[src/rtl/mdio_pkg.sv]
package mdio_pkg;

    localparam int FRAME_W   = 32;
    localparam int CAP_W     = 19;
    localparam int CNT_W     = 6;
    localparam int RD_DRIVE  = 16;
    localparam int RD_SAMPLE = 19;
    localparam int WR_DRIVE  = 32;
    localparam int WR_TAIL   = 2;
    localparam int SYNC_LEN  = 32;

    localparam logic [1:0] PAT_LEAD  = 2'b11;
    localparam logic [1:0] PAT_START = 2'b01;
    localparam logic [1:0] PAT_RDOP  = 2'b10;
    localparam logic [1:0] PAT_WROP  = 2'b01;
    localparam logic [1:0] PAT_TURN  = 2'b10;

    localparam logic [1:0] OPC_READ  = 2'b00;
    localparam logic [1:0] OPC_WRITE = 2'b01;

    typedef enum logic [1:0] {
        ST_IDLE = 2'd0,
        ST_LOW  = 2'd1,
        ST_HIGH = 2'd2
    } mm_state_e;

    typedef struct packed {
        mm_state_e          st;
        logic [FRAME_W-1:0] shift;
        logic [CNT_W-1:0]   drive_left;
        logic [CNT_W-1:0]   total_left;
        logic [CAP_W-1:0]   cap;
        logic               is_read;
        logic               mdc;
        logic               oe;
        logic               dout;
        logic               done;
        logic [15:0]        rdata;
    } mm_regs_t;

endpackage

[src/rtl/mdio_half_timer.sv]
module mdio_half_timer #(
    parameter int HALF = 20
) (
    input  logic clk,
    input  logic rst_n,
    input  logic run,
    output logic tick
);
    localparam int CW = (HALF > 1) ? $clog2(HALF) : 1;
    localparam logic [CW-1:0] LAST = CW'(HALF - 1);

    logic [CW-1:0] cnt_d, cnt_q;

    assign tick = run && (cnt_q == LAST);

    always_comb begin
        if (!run || tick) cnt_d = '0;
        else              cnt_d = cnt_q + 1'b1;
    end

    always_ff @(posedge clk or negedge rst_n) begin
        if (!rst_n) cnt_q <= '0;
        else        cnt_q <= cnt_d;
    end
endmodule

[src/rtl/mdio_frame_build.sv]
module mdio_frame_build
    import mdio_pkg::*;
(
    input  logic [1:0]         op,
    input  logic [4:0]         phy,
    input  logic [4:0]         regad,
    input  logic [15:0]        wdata,
    output logic [FRAME_W-1:0] word,
    output logic [CNT_W-1:0]   n_drive,
    output logic [CNT_W-1:0]   n_total,
    output logic               is_read
);
    always_comb begin
        is_read = 1'b0;
        case (op)
            OPC_READ: begin
                word    = {PAT_LEAD, PAT_START, PAT_RDOP, phy, regad, 16'h0000};
                n_drive = CNT_W'(RD_DRIVE);
                n_total = CNT_W'(RD_DRIVE + RD_SAMPLE);
                is_read = 1'b1;
            end
            OPC_WRITE: begin
                word    = {PAT_START, PAT_WROP, phy, regad, PAT_TURN, wdata};
                n_drive = CNT_W'(WR_DRIVE);
                n_total = CNT_W'(WR_DRIVE + WR_TAIL);
            end
            default: begin
                word    = '1;
                n_drive = CNT_W'(SYNC_LEN);
                n_total = CNT_W'(SYNC_LEN);
            end
        endcase
    end
endmodule

[src/rtl/mdio_master.sv]
module mdio_master
    import mdio_pkg::*;
#(
    parameter int SYS_CLK_HZ = 100_000_000,
    parameter int MDC_MAX_HZ = 2_500_000
) (
    input  logic        clk,
    input  logic        rst_n,
    input  logic        req_valid,
    output logic        req_ready,
    input  logic [1:0]  req_op,
    input  logic [4:0]  req_phy,
    input  logic [4:0]  req_addr,
    input  logic [15:0] req_wdata,
    output logic        done,
    output logic [15:0] rd_data,
    output logic        mdc,
    output logic        mdio_oe,
    output logic        mdio_out,
    input  logic        mdio_in
);
    localparam int HALF_CYC = (SYS_CLK_HZ + 2 * MDC_MAX_HZ - 1) / (2 * MDC_MAX_HZ);

    mm_regs_t q, d;

    logic               tick;
    logic [FRAME_W-1:0] fb_word;
    logic [CNT_W-1:0]   fb_drive, fb_total;
    logic               fb_is_read;
    logic [CNT_W-1:0]   nxt_drive;

    mdio_half_timer #(.HALF(HALF_CYC)) u_timer (
        .clk   (clk),
        .rst_n (rst_n),
        .run   (q.st != ST_IDLE),
        .tick  (tick)
    );

    mdio_frame_build u_build (
        .op      (req_op),
        .phy     (req_phy),
        .regad   (req_addr),
        .wdata   (req_wdata),
        .word    (fb_word),
        .n_drive (fb_drive),
        .n_total (fb_total),
        .is_read (fb_is_read)
    );

    assign nxt_drive = (q.drive_left != '0) ? q.drive_left - 1'b1 : '0;

    always_comb begin
        d      = q;
        d.done = 1'b0;
        case (q.st)
            ST_IDLE: begin
                d.mdc = 1'b0;
                d.oe  = 1'b0;
                if (req_valid) begin
                    d.st         = ST_LOW;
                    d.shift      = fb_word;
                    d.drive_left = fb_drive;
                    d.total_left = fb_total;
                    d.cap        = '0;
                    d.is_read    = fb_is_read;
                    d.oe         = 1'b1;
                    d.dout       = fb_word[FRAME_W-1];
                end
            end
            ST_LOW: begin
                if (tick) begin
                    d.mdc = 1'b1;
                    d.st  = ST_HIGH;
                    if (q.is_read && q.drive_left == '0)
                        d.cap = {q.cap[CAP_W-2:0], mdio_in};
                end
            end
            ST_HIGH: begin
                if (tick) begin
                    d.mdc        = 1'b0;
                    d.shift      = q.shift << 1;
                    d.drive_left = nxt_drive;
                    d.total_left = q.total_left - 1'b1;
                    if (q.total_left == CNT_W'(1)) begin
                        d.st   = ST_IDLE;
                        d.oe   = 1'b0;
                        d.dout = 1'b0;
                        d.done = 1'b1;
                        if (q.is_read) d.rdata = q.cap[16:1];
                    end else begin
                        d.st = ST_LOW;
                        if (nxt_drive != '0) begin
                            d.oe   = 1'b1;
                            d.dout = q.shift[FRAME_W-2];
                        end else begin
                            d.oe   = 1'b0;
                            d.dout = 1'b0;
                        end
                    end
                end
            end
            default: d.st = ST_IDLE;
        endcase
    end

    always_ff @(posedge clk or negedge rst_n) begin
        if (!rst_n) begin
            q    <= '0;
            q.st <= ST_IDLE;
        end else begin
            q <= d;
        end
    end

    assign req_ready = (q.st == ST_IDLE);
    assign done      = q.done;
    assign rd_data   = q.rdata;
    assign mdc       = q.mdc;
    assign mdio_oe   = q.oe;
    assign mdio_out  = q.dout;
endmodule

[config.mk]
export PLATFORM = sky130hd
export DESIGN_NAME = mdio_master
export DESIGN_NICKNAME = d
export VERILOG_FILES = /design/src/rtl/mdio_pkg.sv /design/src/rtl/mdio_half_timer.sv /design/src/rtl/mdio_frame_build.sv /design/src/rtl/mdio_master.sv
export SDC_FILE = /design/constraint.sdc
export NUM_CORES = 1
export LEC_CHECK = 0
export BUFFER_PORTS_ARGS = -buffer_cell sky130_fd_sc_hd__buf_2
export CAP_MARGIN = 20
export CELL_PAD_IN_SITES_DETAIL_PLACEMENT = 1
export CELL_PAD_IN_SITES_GLOBAL_PLACEMENT = 1
export CORE_ASPECT_RATIO = 0.6
export CORE_MARGIN = 1
export CORE_UTILIZATION = 49
export CTS_CLUSTER_DIAMETER = 60
export DETAILED_ROUTE_END_ITERATION = 10
export PLACE_DENSITY = 0.83
export SYNTH_ARGS = -nofsm -noshare
export SYNTH_HDL_FRONTEND = slang
export SYNTH_SLANG_ARGS = --single-unit
[constraint.sdc]
create_clock -name clk -period 5 [get_ports clk]
set_clock_uncertainty 0.2 [all_clocks]
set_input_delay 0.25 -clock clk [delete_from_list [all_inputs] [get_ports clk]]
set_output_delay 0.25 -clock clk [all_outputs]
set_load 0.02 [all_outputs]
==> metrics.md, run 1 <==
| Metric | Value |
|---|---|
| Outcome | `finished clean` |
| Final core area utilization | `56.9%` |
| Worst VDD drop | `0.158 mV` |
| Sequential cell area in the final layout | `2200 sq um` |
| Final WS setup | `2.29 ns` |
| Top Family by Delay on Critical Path | `buffers and inverters` |
| Clock root buffer master | `sky130_fd_sc_hd__clkbuf_16` |
| Flip-flop cell with the highest count after synthesis | `sky130_fd_sc_hd__dfrtp_1` |
| Post-Place Worst Slack | `2.33 ns` |
| Netlist cell types | `47` |
| Mapped Cells | `447` |
| Worst path required time | `5.04 ns` |
| Number of flops mapped to enable cells by yosys | `0` |
| Remaining routing DRC violations | `0` |
| Setup repair after global routing missed its margin | `no` |
| CP cell instances | `nor2b_2, buf_4, nand2_1, nand2_1, buf_4, o211ai_1, o21a_1` |
| Synthesis-stage register bit count | `88` |
| Path depth of the worst reg2reg path | `7` |
| Clock Sinks | `88` |
| Average detailed-routed wire length per instance | `17.4 um` |
| Aggregate routed wire length | `10,300 um` |
| Row Count | `26` |
| Critical Path End Type | `flop` |
| Leakage power figure | `0.00217 uW` |
| Slew Viols, Final | `0` |
| Finish-stage setup viols | `0` |
| RePlAce Congestion | `0.846` |
| Filler Cell Count | `960` |
| Combined area of the multi-input logic cells | `1900 sq um` |
| CTS-repair resized insts | `0` |
| Minimum hold slack | `0.0374 ns` |
| Category of the most critical setup path | `reg -> reg` |
| Core region area | `8620 sq um` |
| Clock network latency to the later pin of the worst-skew pair | `0.35 ns` |
| Worst Hold Depth | `3` |
| Synthesis-to-finish area growth | `10.8%` |
| Drt first-iter violations | `248` |
| Final std cell area, no fill | `4900 sq um` |
| Maximum capacitance violations | `0` |
| Floorplan die area | `9420 sq um` |
| Class of the most critical hold timing path | `in -> reg` |
| Critical path launch point type | `flop` |
| Most frequent cells in the layout | `sky130_fd_sc_hd__dfrtp_1 (88), sky130_fd_sc_hd__nand2_1 (79), sky130_fd_sc_hd__buf_2 (51)` |
| Global-route wire length before repair | `17,100 um` |
| Share of the yosys chip area belonging to registers | `49.8%` |
| Starting density of the core | `51.3%` |
| Number of antenna diodes | `0` |
| Post-Synthesis Mean Instance Area | `9.89 sq um` |
| Transition time at the pin with the least slew margin | `1.12 ns` |
| Inserted Clock Buffers | `9` |
| Post-route setup TNS | `0 ns` |
| Die boundary width | `125 um` |
| Clock transition at the registers of the reported paths | `0.07 ns` |
| Worst-path fanout max | `59` |
| Vias in the first global route | `3,324` |
| Arrival time at the worst endpoint | `2.75 ns` |
| Maximum number of pins on one net before global-route repair | `89` |
| Cell area after synthesis | `4420 sq um` |
| Critical path's slowest cell | `sky130_fd_sc_hd__dfrtp_1` |
| Detailed-placement wirelength estimate | `6640 um` |
| Net count of the mapped netlist | `484` |
| TritonCTS clock tree | `built` |
| Layout Nets | `508` |
| Fraction of layout instances using a drive strength above 1 | `25.0%` |
| Placed cell area | `4550 sq um` |
| Remaining global-route overflow | `0` |
| Largest stage delay on the critical path | `0.53 ns` |
| Final period util | `54.2%` |
| Number of I/O pins | `53` |
| Depth of the critical timing path with buffers and inverters included | `7` |
| Clk buf depth | `2` |
| Number of vias after detailed routing | `3,306` |
| Initial antenna violation count | `0` |
| PwrDens | `300 nW/um^2` |
| Overall Global Routing Usage | `23.4%` |
| Yosys warnings | `0` |
| CTS H-tree lvls | `3` |
| Port Buf Inserts | `52` |
| Leading cell type in the layout, fill and taps excluded | `sky130_fd_sc_hd__dfrtp_1` |
| Buffers and inverters on the worst path | `2` |
| Max Freq | `369 MHz` |
| First-pass iteration count of the detailed router | `5` |
| Worst slew margin relative to its limit | `25.0%` |
| Drt via density | `5.62` |
| Final critical path time including I/O delays and setup | `2.71 ns` |
| Floorplan die height | `75.6 um` |
| Fin. Hold Viols | `0` |
| Routed Antenna Nets | `0` |
| Proportion of synthesized flip-flops having asynchronous set or reset | `100%` |
-- what timing repair did --
item                                    4_1_cts  5_1_grt
hold buffers                                  2        0
setup buffers                                 0        0
endpoints found under the setup margin        0        0
hold endpoints to repair                     89        0
-- worst reg2reg max path: stages (launching register included) --
cell                       delay (ns)
sky130_fd_sc_hd__dfrtp_1         0.53
sky130_fd_sc_hd__nor2b_2         0.23
sky130_fd_sc_hd__buf_4           0.36
sky130_fd_sc_hd__nand2_1         0.32
sky130_fd_sc_hd__nand2_1         0.14
sky130_fd_sc_hd__buf_4           0.47
sky130_fd_sc_hd__o211ai_1        0.20
sky130_fd_sc_hd__o21a_1          0.15
-- area by class of cell --
class                           instances  area share [%]
Inverter                                8           0.613
Timing Repair Buffer                   58            6.79
Sequential cell                        88            44.9
Clock inverter                          7            1.51
Multi-Input combinational cell        306            38.7
Tap cell                              112            2.86
Clock buffer                            9            4.60
-- kinds of logic (layout without fill, tap and decap cells) --
kind of cell    Yosys count  count (layout)  synth area share [%]
simple gates            157             157                  16.7
compound gates          112             112                  16.2
flops                    88              88                  49.8
buf+inv                  53              82                  7.36
mux                      26              26                  7.41
xor+xnor                  6               6                  1.19
fa+ha+maj                 5               5                  1.41
-- worst paths after layout --
kind,slack [ns],startpoint,endpoint
max reg2reg,2.29,q[85],q[50]
min in group asynchronous,0.09,rst_n,q[37]
min reg2reg,0.29,u_timer.cnt_q[0],u_timer.cnt_q[0]
min,0.04,req_wdata[14],q[66]
max,2.29,q[85],q[50]
max in group asynchronous,3.88,rst_n,q[40]
-- per-layer routing --
layer / up-vias / part of all wire, % / global-route usage (%)
met5: - / 0 / 0
met4: 0 / 0.45 / 4.02
met3: 7 / 4.3 / 6.04
met2: 69 / 48 / 39.9
met1: 1647 / 47 / 31.1
li1: 1583 / - / -
-- power by group --
group	switching [uW]	leakage (uW)	internal (uW)
registers	5.86	0.000964	718
logic	43.1	0.00106	27.5
clock network	321	0.000147	354
-- sequential cells by signal (all words and copies together), names as in the netlist --
name	cells
rd_data	16
mdio_out	1
u_timer.cnt_q	5
mdio_oe	1
q	63
done	1
mdc	1
-- stage by stage --
step | instances | power, uW
2_1_floorplan | 447 | 769
5_1_grt | 588 | 1520
4_1_cts | 587 | 1480
3_5_place_dp | 569 | 805
3_3_place_gp | 569 | 802
6_report | 588 | 1470
-- Yosys cell counts, types with 2 or more instances --
library cell / n / area (sq um)
sky130_fd_sc_hd__nand3_1: 7 / 35.0
sky130_fd_sc_hd__xor2_1: 3 / 26.3
sky130_fd_sc_hd__nor2_1: 45 / 169
sky130_fd_sc_hd__inv_1: 8 / 30.0
sky130_fd_sc_hd__dfrtp_1: 88 / 2200
sky130_fd_sc_hd__mux2_2: 14 / 158
sky130_fd_sc_hd__buf_6: 5 / 56.3
sky130_fd_sc_hd__a31oi_1: 29 / 181
sky130_fd_sc_hd__ha_1: 5 / 62.6
sky130_fd_sc_hd__o21ai_0: 35 / 175
sky130_fd_sc_hd__xnor2_1: 3 / 26.3
sky130_fd_sc_hd__buf_4: 16 / 120
sky130_fd_sc_hd__nor2b_1: 5 / 31.3
sky130_fd_sc_hd__buf_2: 10 / 50.1
sky130_fd_sc_hd__a21oi_1: 8 / 40.0
sky130_fd_sc_hd__clkbuf_1: 12 / 45.0
sky130_fd_sc_hd__o22ai_1: 3 / 18.8
sky130_fd_sc_hd__o21ai_2: 13 / 114
sky130_fd_sc_hd__a22oi_1: 3 / 22.5
sky130_fd_sc_hd__nor3_1: 4 / 20.0
sky130_fd_sc_hd__nand2_1: 79 / 297
sky130_fd_sc_hd__mux2_4: 10 / 150
sky130_fd_sc_hd__o21ai_1: 4 / 20.0
sky130_fd_sc_hd__nand2b_1: 3 / 18.8
sky130_fd_sc_hd__o211ai_1: 12 / 90.1
sky130_fd_sc_hd__mux2i_1: 2 / 20.0
No activity file was read; power rests on OpenSTA's default activity.
==> run 2, diff against run 1 <==
--- a/config.mk
+++ b/config.mk
@@ -11,10 +11,10 @@
 export CELL_PAD_IN_SITES_GLOBAL_PLACEMENT = 1
 export CORE_ASPECT_RATIO = 0.6
 export CORE_MARGIN = 1
-export CORE_UTILIZATION = 49
+export CORE_UTILIZATION = 45
 export CTS_CLUSTER_DIAMETER = 60
 export DETAILED_ROUTE_END_ITERATION = 10
-export PLACE_DENSITY = 0.83
+export PLACE_DENSITY = 0.77
 export SYNTH_ARGS = -nofsm -noshare
 export SYNTH_HDL_FRONTEND = slang
 export SYNTH_SLANG_ARGS = --single-unit
==> constraint.sdc (replaced) <==
create_clock -name clk -period 2.6 [get_ports clk]
set_clock_uncertainty 0.2 [all_clocks]
set_input_delay 0.13 -clock clk [delete_from_list [all_inputs] [get_ports clk]]
set_output_delay 0.13 -clock clk [all_outputs]
set_load 0.02 [all_outputs]
==> metrics.md, run 2 (synthesis results as in run 1) <==
| Metric | Value |
|---|---|
| Clock network latency to the later pin of the worst-skew pair | `0.34 ns` |
| Clock transition at the registers of the reported paths | `0.06 ns` |
| Post-Place Worst Slack | `0.184 ns` |
| Number of antenna diodes | `0` |
| Drt via density | `5.35` |
| Row Count | `27` |
| Routed Antenna Nets | `0` |
| Inserted Clock Buffers | `9` |
| Sequential cell area in the final layout | `2200 sq um` |
| Floorplan die area | `10,200 sq um` |
| Average detailed-routed wire length per instance | `15.7 um` |
| Clock root buffer master | `sky130_fd_sc_hd__clkbuf_16` |
| Overall Global Routing Usage | `21.8%` |
| Floorplan die height | `78.8 um` |
| Post-route setup TNS | `0 ns` |
| Post-CTS setup buffer count | `0` |
| Finish-stage setup viols | `0` |
| Reg-to-reg slack, setup | `0.19 ns` |
| Aggregate routed wire length | `9860 um` |
| TritonCTS clock tree | `built` |
| Drt first-iter violations | `122` |
| Final std cell area, no fill | `5190 sq um` |
| Core region area | `9360 sq um` |
| CTS-repair resized insts | `0` |
| Number of vias after detailed routing | `3,363` |
| Filler Cell Count | `1,051` |
| Path depth of the worst reg2reg path | `7` |
| Startpoint of the lowest-slack hold path | `req_valid` |
| Global-route wire length before repair | `17,100 um` |
| Critical R2R Launch | `q[46]` |
| Largest Register | `q` |
| PwrDens | `571 nW/um^2` |
| Outcome | `finished clean` |
| Worst VDD drop | `0.300 mV` |
| Synthesis-to-finish area growth | `17.4%` |
| Slew Viols, Final | `0` |
| Critical Path End Type | `flop` |
| Total of hold buffers inserted after clock tree synthesis | `22` |
| Number of I/O pins | `53` |
| Category of the most critical setup path | `reg -> reg` |
| Clk buf depth | `2` |
| Worst slew margin relative to its limit | `40.2%` |
| Clock Sinks | `88` |
| Leakage power figure | `0.00229 uW` |
| Remaining routing DRC violations | `0` |
| Setup repair after global routing missed its margin | `no` |
| Die boundary width | `130 um` |
| Vias in the first global route | `3,440` |
| Worst Hold Depth | `3` |
| Placed Cells incl. Taps | `592` |
| First-pass iteration count of the detailed router | `4` |
| Worst path required time | `2.59 ns` |
| Fin. Hold Viols | `0` |
| Class of the most critical hold timing path | `in -> reg` |
| Initial antenna violation count | `0` |
| Fraction of layout instances using a drive strength above 1 | `24.4%` |
| Number of flip-flops under the largest register name | `63` |
| Maximum number of pins on one net before global-route repair | `57` |
| CTS H-tree lvls | `3` |
| Critical path launch point type | `flop` |
| Arrival time at the worst endpoint | `2.40 ns` |
| Starting density of the core | `47.3%` |
| Layout Nets | `532` |
| Detailed-placement wirelength estimate | `6490 um` |
| Leading cell type in the layout, fill and taps excluded | `sky130_fd_sc_hd__dfrtp_1` |
| Most frequent cells in the layout | `sky130_fd_sc_hd__dfrtp_1 (88), sky130_fd_sc_hd__nand2_1 (79), sky130_fd_sc_hd__buf_2 (51)` |
| Port Buf Inserts | `52` |
| Worst-path fanout max | `34` |
| Final period util | `92.6%` |
| Combined area of the multi-input logic cells | `1900 sq um` |
| Maximum capacitance violations | `0` |
| Count of placed standard cells in the final layout, fillers left out | `629` |
| Max Freq | `416 MHz` |
| Final WS setup | `0.193 ns` |
| Placed cell area | `4640 sq um` |
| Transition time at the pin with the least slew margin | `0.895 ns` |
| Final critical path time including I/O delays and setup | `2.41 ns` |
| Remaining global-route overflow | `0` |
| RePlAce Congestion | `0.788` |
| Setup crit start | `q[46]` |
run 2: final cells by class:
class | count | share of cell area, %
well taps | 130 | 3.13
multi-input cells | 306 | 36.5
repair buffers | 82 | 10.9
flip-flops and latches | 88 | 42.4
clock inverters | 4 | 1.49
clock buffers | 11 | 4.87
inverters | 8 | 0.579
run 2: final timing paths:
path                                          to
worst min-delay path                       q[81]
worst min register to register  u_timer.cnt_q[0]
min in group asynchronous             rd_data[1]
worst max-delay path                       q[31]
max in group asynchronous                  q[56]
worst max register to register             q[31]
run 2: report_power, final:
part           switching [uW]  total [uW]  internal [uW]
clock network             523        1420            892
logic                    86.0         157           71.2
registers                10.8        1390           1380
total                     620        2970           2350
run 2: layer usage:
layer	up-vias	routed length [um]	share of wire [%]	track usage [%]
met4	0	89	0.90	4.88
met3	9	274	2.8	5.19
li1	1634	-	-	-
met2	56	4660	47	35.1
met5	-	0	0	0
met1	1664	4840	49	29.7
run 2: through the flow:
| step | total power (uW) | utilization (%) | hold slack [ns] |
|---|---|---|---|
| after detailed placement | 1550 | 49.6 | -0.0736 |
| after global routing | 3080 | 55.5 | 0.0981 |
| after floorplan | 1480 | - | -0.366 |
| after CTS | 3000 | 55.5 | 0.0677 |
| final | 2970 | 55.5 | 0.0713 |
| after global placement | 1550 | 49.6 | -0.0766 |
run 2: critical path: stages (launching register included):
cell	delay (ns)
sky130_fd_sc_hd__dfrtp_1	0.41
sky130_fd_sc_hd__inv_1	0.09
sky130_fd_sc_hd__ha_1	0.18
sky130_fd_sc_hd__or4b_4	0.52
sky130_fd_sc_hd__nor4_4	0.28
sky130_fd_sc_hd__o21bai_4	0.30
sky130_fd_sc_hd__nand2_1	0.19
sky130_fd_sc_hd__o21ai_2	0.08
==> run 3, diff against run 2 <==
--- a/config.mk
+++ b/config.mk
@@ -9,12 +9,14 @@
 export CAP_MARGIN = 20
 export CELL_PAD_IN_SITES_DETAIL_PLACEMENT = 1
 export CELL_PAD_IN_SITES_GLOBAL_PLACEMENT = 1
-export CORE_ASPECT_RATIO = 0.6
+export CORE_ASPECT_RATIO = 1.1
 export CORE_MARGIN = 1
 export CORE_UTILIZATION = 45
 export CTS_CLUSTER_DIAMETER = 60
 export DETAILED_ROUTE_END_ITERATION = 10
 export PLACE_DENSITY = 0.77
+export RECOVER_POWER = 25
+export SLEW_MARGIN = 20
 export SYNTH_ARGS = -nofsm -noshare
 export SYNTH_HDL_FRONTEND = slang
 export SYNTH_SLANG_ARGS = --single-unit
==> metrics.md, run 3 (synthesis results as in run 1) <==
| Metric | Value |
|---|---|
| Failing checks | `capacitance limit, slew limit` |
| Class of the most critical hold timing path | `in -> reg` |
| Worst path required time | `2.63 ns` |
| Outcome | `finished, violations left` |
| Placed Cells incl. Taps | `578` |
| First-pass iteration count of the detailed router | `5` |
| Average detailed-routed wire length per instance | `15.8 um` |
| Overall Global Routing Usage | `21.0%` |
| Drt first-iter violations | `132` |
| CTS H-tree lvls | `3` |
| Synthesis-to-finish area growth | `15.0%` |
| Fin. Hold Viols | `0` |
| Leading cell type in the layout, fill and taps excluded | `sky130_fd_sc_hd__dfrtp_1` |
| Die boundary width | `96.5 um` |
| Starting density of the core | `46.8%` |
| Layout Nets | `532` |
| Global-route wire length before repair | `16,600 um` |
| Startpoint of the lowest-slack hold path | `req_valid` |
| Final core area utilization | `53.8%` |
| Slew Viols, Final | `74` |
| Worst slew margin relative to its limit | `-23.4%` |
| Arrival time at the worst endpoint | `2.44 ns` |
| CTS-repair resized insts | `0` |
| Routed Antenna Nets | `0` |
| Clock network latency to the later pin of the worst-skew pair | `0.37 ns` |
| Fraction of layout instances using a drive strength above 1 | `24.4%` |
| Aggregate routed wire length | `9740 um` |
| Final period util | `92.9%` |
| Remaining routing DRC violations | `0` |
| Number of antenna diodes | `0` |
| PwrDens | `536 nW/um^2` |
| Final critical path time including I/O delays and setup | `2.42 ns` |
| Floorplan die area | `10,200 sq um` |
| Largest Register | `q` |
| Remaining global-route overflow | `0` |
| Clock transition at the registers of the reported paths | `0.09 ns` |
| Vias in the first global route | `3,436` |
| Filler Cell Count | `1,079` |
| Number of vias after detailed routing | `3,401` |
| Most frequent cells in the layout | `sky130_fd_sc_hd__dfrtp_1 (88), sky130_fd_sc_hd__nand2_1 (79), sky130_fd_sc_hd__buf_2 (51)` |
| Count of placed standard cells in the final layout, fillers left out | `617` |
| Setup repair after global routing missed its margin | `no` |
| Leakage power figure | `0.00225 uW` |
| Clock root buffer master | `sky130_fd_sc_hd__clkbuf_8` |
| Detailed-placement wirelength estimate | `6470 um` |
| Critical Path End Type | `flop` |
| Max Freq | `414 MHz` |
| Clock Sinks | `88` |
| Setup crit start | `q[46]` |
| Maximum capacitance violations | `1` |
| Inserted Clock Buffers | `9` |
| Finish-stage setup viols | `0` |
| Transition time at the pin with the least slew margin | `1.85 ns` |
| Minimum hold slack | `0.0322 ns` |
| Port Buf Inserts | `52` |
| Critical R2R Launch | `q[46]` |
| Post-route setup TNS | `0 ns` |
| Floorplan die height | `106 um` |
| Core region area | `9440 sq um` |
| Total Power | `2720 uW` |
| Number of flip-flops under the largest register name | `63` |
| Post-CTS setup buffer count | `0` |
| Drt via density | `5.51` |
| TritonCTS clock tree | `built` |
| Row Count | `37` |
| Maximum number of pins on one net before global-route repair | `74` |
| Worst-path fanout max | `34` |
| Initial antenna violation count | `0` |
| Clk buf depth | `2` |
| Number of I/O pins | `53` |
| RePlAce Congestion | `0.790` |
| Critical path launch point type | `flop` |
| Worst VDD drop | `0.222 mV` |
| Category of the most critical setup path | `reg -> reg` |
[run 3: repair_timing]
item / CTS / global route
hold buffers: 23 / 0
setup endpoints to repair: 0 / 0
hold endpoints to repair: 109 / 0
[run 3: worst paths after layout]
path | to | slack, ns | cells past startpoint
worst max register to register | q[30] | 0.18 | 7
worst min register to register | u_timer.cnt_q[0] | 0.27 | 1
min in group asynchronous | rd_data[9] | 0.69 | 3
max in group asynchronous | rd_data[14] | 0.40 | 3
worst min-delay path | q[76] | 0.03 | 3
worst max-delay path | q[30] | 0.18 | 7
[run 3: stage by stage]
stage	setup WS, ns	instance area (sq um)
3_5_place_dp	0.204	4620
4_1_cts	0.163	5100
5_1_grt	0.0318	5080
3_3_place_gp	0.293	4620
2_1_floorplan	0.510	4420
6_report	0.184	5080
[run 3: area by class of cell]
type                       instances  area [sq um]  area share (%)
multi-input combinational        306          1900            37.3
clock buffer                      10           138            2.71
timing repair buffer              82           556            10.9
clock inverter                     6           115            2.26
tap                              117           146            2.88
sequential                        88          2200            43.3
inverter                           8          30.0           0.591
[run 3: critical path, cell delays in order (launching register included)]
cell                       delay, ns
sky130_fd_sc_hd__dfrtp_1        0.42
sky130_fd_sc_hd__inv_1          0.10
sky130_fd_sc_hd__ha_1           0.20
sky130_fd_sc_hd__or4b_4         0.51
sky130_fd_sc_hd__nor4_4         0.27
sky130_fd_sc_hd__o21bai_4       0.30
sky130_fd_sc_hd__nand2_1        0.19
sky130_fd_sc_hd__o21ai_2        0.07
[run 3: metal layers]
metal | vias to the layer above | global-route usage, % | share of wire (%)
li1 | 1625 | - | -
met1 | 1706 | 26.6 | 45
met2 | 55 | 35.3 | 50
met3 | 15 | 2.86 | 2.1
met4 | 0 | 9.24 | 2.4
met5 | - | 0 | 0
[run 3: power breakdown]
part / internal [uW] / switching [uW] / total (uW)
Sequential: 1380 / 11.0 / 1390
Combinational: 69.5 / 85.0 / 155
Clock: 669 / 508 / 1180
